$ cat src/rtl/regstack_pkg.sv
package regstack_pkg;
  typedef enum logic [2:0] {
    OP_NOP   = 3'd0,
    OP_PUSH  = 3'd1,
    OP_POP   = 3'd2,
    OP_XCHG  = 3'd3,
    OP_BSWAP = 3'd4,
    OP_BREV  = 3'd5,
    OP_RSV6  = 3'd6,
    OP_RSV7  = 3'd7
  } stk_op_e;
endpackage

$ cat src/rtl/regstack_perm.sv
// Permutation unit for the top entry: byte swap and bit reversal.
module regstack_perm #(
  parameter int W = 16
) (
  input  logic [W-1:0] din,
  input  logic         do_swap,
  input  logic         do_rev,
  output logic [W-1:0] dout
);
  localparam int HALF = W / 2;

  logic [W-1:0] swapped;
  logic [W-1:0] reversed;

  assign swapped = {din[HALF-1:0], din[W-1:HALF]};

  for (genvar i = 0; i < W; i++) begin : g_rev
    assign reversed[i] = din[W-1-i];
  end

  always_comb begin
    if (do_swap)     dout = swapped;
    else if (do_rev) dout = reversed;
    else             dout = din;
  end

  always_comb begin
    if (do_swap && !do_rev)
      AST_SWAP_INVOLUTION: assert ({dout[HALF-1:0], dout[W-1:HALF]} == din);
    if (do_rev && !do_swap)
      AST_REV_ENDS: assert (dout[0] == din[W-1] && dout[W-1] == din[0]);
  end
endmodule

$ cat src/rtl/regstack_store.sv
// Three-entry storage with command sequencing; a load overrides the new top.
module regstack_store
  import regstack_pkg::*;
#(
  parameter int W = 16
) (
  input  logic         clk,
  input  logic         rst,
  input  stk_op_e      op,
  input  logic         ld_en,
  input  logic [W-1:0] ld_val,
  input  logic [W-1:0] perm_val,
  output logic [W-1:0] top_q,
  output logic [W-1:0] sec_q,
  output logic [W-1:0] thd_q
);
  logic [W-1:0] top_d, sec_d, thd_d;

  always_comb begin
    top_d = top_q;
    sec_d = sec_q;
    thd_d = thd_q;
    unique case (op)
      OP_PUSH: begin
        sec_d = top_q;
        thd_d = sec_q;
      end
      OP_POP: begin
        top_d = sec_q;
        sec_d = thd_q;
      end
      OP_XCHG: begin
        top_d = sec_q;
        sec_d = top_q;
      end
      OP_BSWAP, OP_BREV: top_d = perm_val;
      default: ;
    endcase
    if (ld_en) top_d = ld_val;
  end

  always_ff @(posedge clk) begin
    if (rst) begin
      top_q <= '0;
      sec_q <= '0;
      thd_q <= '0;
    end else begin
      top_q <= top_d;
      sec_q <= sec_d;
      thd_q <= thd_d;
    end
  end

  AST_RESET_CLEAR: assert property (@(posedge clk) rst |=> (top_q == '0 && sec_q == '0 && thd_q == '0));
  AST_LOAD_LOWER_HOLD: assert property (@(posedge clk) disable iff (rst)
    (ld_en && op == OP_NOP) |=> ($stable(sec_q) && $stable(thd_q)));
  AST_PUSH_SHIFT: assert property (@(posedge clk) disable iff (rst)
    (op == OP_PUSH && !ld_en) |=> (sec_q == $past(top_q) && thd_q == $past(sec_q) && $stable(top_q)));
  AST_POP_SHIFT: assert property (@(posedge clk) disable iff (rst)
    (op == OP_POP && !ld_en) |=> (top_q == $past(sec_q) && sec_q == $past(thd_q) && $stable(thd_q)));
  AST_XCHG_SWAP: assert property (@(posedge clk) disable iff (rst)
    (op == OP_XCHG && !ld_en) |=> (top_q == $past(sec_q) && sec_q == $past(top_q) && $stable(thd_q)));
  AST_LOAD_WINS: assert property (@(posedge clk) disable iff (rst)
    ld_en |=> (top_q == $past(ld_val)));
  AST_IDLE_HOLD: assert property (@(posedge clk) disable iff (rst)
    (!ld_en && (op == OP_NOP || op == OP_RSV6 || op == OP_RSV7))
      |=> ($stable(top_q) && $stable(sec_q) && $stable(thd_q)));
endmodule

$ cat src/rtl/regstack_mask.sv
// Width view: clears the upper half when the narrow view is selected.
module regstack_mask #(
  parameter int W = 16
) (
  input  logic         wide,
  input  logic [W-1:0] din,
  output logic [W-1:0] dout
);
  localparam int HALF = W / 2;

  assign dout = wide ? din : {{HALF{1'b0}}, din[HALF-1:0]};
endmodule

$ cat src/rtl/regstack.sv
// Three-level push-down stack for one accumulator register.
module regstack
  import regstack_pkg::*;
#(
  parameter int W = 16
) (
  input  logic         clk,
  input  logic         rst,
  input  logic         wide,
  input  logic         ld_en,
  input  logic [15:0]  ld_data,
  input  logic [2:0]   cmd,
  output logic [15:0]  rd_data
);
  localparam int HALF = W / 2;

  stk_op_e      op;
  logic [W-1:0] ld_masked;
  logic [W-1:0] perm_out;
  logic [W-1:0] top_q, sec_q, thd_q;

  assign op = stk_op_e'(cmd);

  regstack_mask #(.W(W)) u_ld_mask (
    .wide (wide),
    .din  (ld_data),
    .dout (ld_masked)
  );

  regstack_perm #(.W(W)) u_perm (
    .din     (top_q),
    .do_swap (op == OP_BSWAP),
    .do_rev  (op == OP_BREV),
    .dout    (perm_out)
  );

  regstack_store #(.W(W)) u_store (
    .clk      (clk),
    .rst      (rst),
    .op       (op),
    .ld_en    (ld_en),
    .ld_val   (ld_masked),
    .perm_val (perm_out),
    .top_q    (top_q),
    .sec_q    (sec_q),
    .thd_q    (thd_q)
  );

  regstack_mask #(.W(W)) u_rd_mask (
    .wide (wide),
    .din  (top_q),
    .dout (rd_data)
  );

  AST_NARROW_UPPER_ZERO: assert property (@(posedge clk) disable iff (rst)
    !wide |-> (rd_data[W-1:HALF] == '0));
  AST_NARROW_LOAD_STORE: assert property (@(posedge clk) disable iff (rst)
    (ld_en && !wide) |=> (top_q[W-1:HALF] == '0));
endmodule

$ cat config.mk
export PLATFORM = sky130hd
export DESIGN_NAME = regstack
export DESIGN_NICKNAME = d
export VERILOG_FILES = /design/src/rtl/regstack_pkg.sv /design/src/rtl/regstack_perm.sv /design/src/rtl/regstack_store.sv /design/src/rtl/regstack_mask.sv /design/src/rtl/regstack.sv
export SDC_FILE = /design/constraint.sdc
export NUM_CORES = 1
export LEC_CHECK = 0
export BUFFER_PORTS_ARGS = -buffer_cell sky130_fd_sc_hd__buf_2
export CAP_MARGIN = 40
export CORE_UTILIZATION = 32
export DETAILED_ROUTE_END_ITERATION = 8
export GPL_TIMING_DRIVEN = 0
export PLACE_DENSITY = 0.62
export SLEW_MARGIN = 20
export SYNTH_ARGS = -nofsm -noshare
export SYNTH_HDL_FRONTEND = slang
export SYNTH_SLANG_ARGS = --single-unit
$ cat constraint.sdc
create_clock -name clk -period 1.5 [get_ports clk]
set_clock_uncertainty 0.15 [all_clocks]
set_input_delay 0.15 -clock clk [delete_from_list [all_inputs] [get_ports clk]]
set_output_delay 0.15 -clock clk [all_outputs]
set_load 0.01 [all_outputs]
==> results.yml <==
place:
  io_buffer_count: 35
  place_hpwl_mm: 5.23
  dp_slack_ns: -0.438
  gp_routability_congestion: 0.846
  placed_cell_area_um2: 2910
logic_synthesis:
  synthTopCellsByArea: "dfxtp_1, a311oi_2, mux2i_1"
  yosys.area.top_type: "dfxtp_1"
  syn_inst: 305
  ys_warn_count: 0
  ys_seq_area_frac: 0.376
  synth_cell_types: 23
  netlist.area_leader.share: 0.376
  synth_fp_nets: 328
  syn_area_um2: 2550
  ys_ff_latch: 48
  syn_avg_cell_area_um2: 8.38
floorplan:
  die_y_um: 91.4
  die-area_um2: 8350
  start_util: 0.331
  ios: 39
  coreArea_um2: 7730
  rows: 32
  die_w_um: 91.4
worst_setup_path:
  worst_ep_arrival_time_ns: 1.51
  crit_required_ns: 1.56
  crit_type: "reg -> reg"
  cp-start-kind: "flop"
  crit_path_end_kind: "flop"
  worstPathMaxFanout: 4
timing:
  rsz0062_at_grt: "false"
  fmax_mhz: 689
  finalHoldViolCount: 0
  fin_ws_ns: 0.0489
  slew_viol_final: 0
  setup_viol: 0
  max_slew_margin: 0.490
  fin_crit_sh: 0.967
  fin_crit_ns: 1.45
  tightest_slew_ns: 0.765
cells_and_area:
  nNetsFinal: 383
  syn2layout_area_growth_pct: 24.4
  drive_gt1_frac: 0.316
  insertedDiodeCount: 0
  fillers: 792
  finish.instance_area_um2: 3180
cts:
  numCtsBuffers: 5
  clkLatencyLatePin_ns: 0.30
  cts_sinks: 48
  cts_max_level: 2
  ctsLongestPathBuffers: 2
  root_buffer: "clkbuf_8"
  path_clk_slew_ns: 0.10
  postCtsSetupBuffers: 0
  cts_tree: "built"
worst_hold_path:
  worst_hold_path_type: "in -> reg"
detailed_routing:
  vias_per_cell: 4.98
  antenna_left: 0
  dr.first_iter.drc_count: 189
  vias: 2307
  wl_mm: 7.10
  drc: 0
  wire_per_inst_um: 15.3
  dr.pass1.iters: 4
power:
  leakage_nw: 1.28
  p_per_area_nw_per_um2: 940
  vdd_ir_drop_max_v: 0.000513
global_routing:
  grt_use_total: 0.172
  antenna_found_initial: 0
  grt_overflow: 0
  grt_pass1_vias: 2188
  grt_pass1_wl_mm: 11.3
  grt_max_degree: 16
run_status:
  run_status: "finished clean"
job:
  drv_cap: 0
## critical path, stage by stage, from the launching register on
cell	delay [ns]
dfxtp_2	0.36
nand2b_1	0.16
o21ai_1	0.13
a211o_1	0.33
a311oi_2	0.23
## placed cells by master, fill, tap and decap left out, drive strengths merged, types with 10 or more instances in the layout
cell,count
nand2,48
nor2,51
dlygate4sd3,13
a211o,16
clkbuf,18
a211oi,10
a21oi,22
buf,58
dfxtp,48
mux2i,20
a311oi,16
## cells in the mapped netlist
master,n
a211oi_1,10
dfxtp_1,48
buf_1,1
o21ai_0,6
mux2i_1,20
buf_6,4
a311oi_2,16
a211o_1,16
nand2b_1,7
nand2_1,48
or2_2,1
nor2b_1,1
clkbuf_1,14
a21oi_1,22
buf_2,8
or3_1,1
nor3_1,6
buf_4,9
and2_1,9
nor2_1,50
nor2b_4,1
or3b_2,6
nor2_2,1
## flip-flops by register name, summed over array words and instances (netlist names)
signal and count:
u_store.sec_q 16, u_store.thd_q 16, u_store.top_q 16
## routing by layer
layer,GRT usage,vias up,share of wire
met5,0,-,0
met4,0.0635,0,0.026
met3,0.0184,10,0.035
met2,0.274,63,0.47
met1,0.239,1070,0.47
li1,-,1164,-
## area by class of cell
type,instances,area (um2),area share
Clock inverter,3,42.5,0.0134
Multi-Input combinational cell,221,1430,0.451
Timing Repair Buffer,48,305,0.0961
Clock buffer,5,68.8,0.0217
Sequential cell,48,968,0.305
Tap cell,102,128,0.0402
Buffer,36,233,0.0732
## path summary, 6_finish.rpt
| path | start | cells after the start | to | slack (ns) |
|---|---|---|---|---|
| max reg2reg | u_store.top_q[11]$_SDFFE_PP0P_ | 4 | u_store.top_q[4]$_SDFFE_PP0P_ | 0.05 |
| min reg2reg | u_store.thd_q[4]$_SDFFE_PP0N_ | 2 | u_store.thd_q[4]$_SDFFE_PP0N_ | 0.31 |
| max | u_store.top_q[11]$_SDFFE_PP0P_ | 4 | u_store.top_q[4]$_SDFFE_PP0P_ | 0.05 |
| min | ld_data[0] | 3 | u_store.top_q[0]$_SDFFE_PP0P_ | 0.003 |
## metrics by stage
| stage | utilization | std cells | total power, mW | hold slack, ns | setup TNS, ns |
|---|---|---|---|---|---|
| final | 0.411 | 463 | 2.99 | 0.00340 | 0 |
| after global routing | 0.411 | 463 | 3.11 | 0.0110 | 0 |
| after detailed placement | 0.376 | 442 | 2.02 | 0.296 | -13.65 |
| after CTS | 0.409 | 463 | 2.99 | 0.00109 | -0.0197 |
| after floorplan | - | 305 | 1.84 | 0.188 | 0 |
| after global placement | 0.376 | 442 | 2.01 | 0.291 | -13.43 |
## report_power, final
part	total, mW	switching, mW	internal [mW]
clock	0.954	0.460	0.494
combinational	0.589	0.310	0.278
sequential	1.44	0.0926	1.35
## cells by family (layout without fill, tap and decap cells)
kind of cell | count (synthesis) | in the layout | synth area share
mux | 20 | 20 | 0.0784
flops | 48 | 48 | 0.376
buf+inv | 36 | 92 | 0.0818
compound gates | 70 | 70 | 0.233
simple gates | 131 | 131 | 0.231
## repair_timing
action	4_1_cts	5_1_grt
hold endpoints to repair	13	0
setup endpoints to repair	24	30
resized for setup	8	12
hold buffers	13	0
Note: power is estimated with default switching activity, not from simulation.
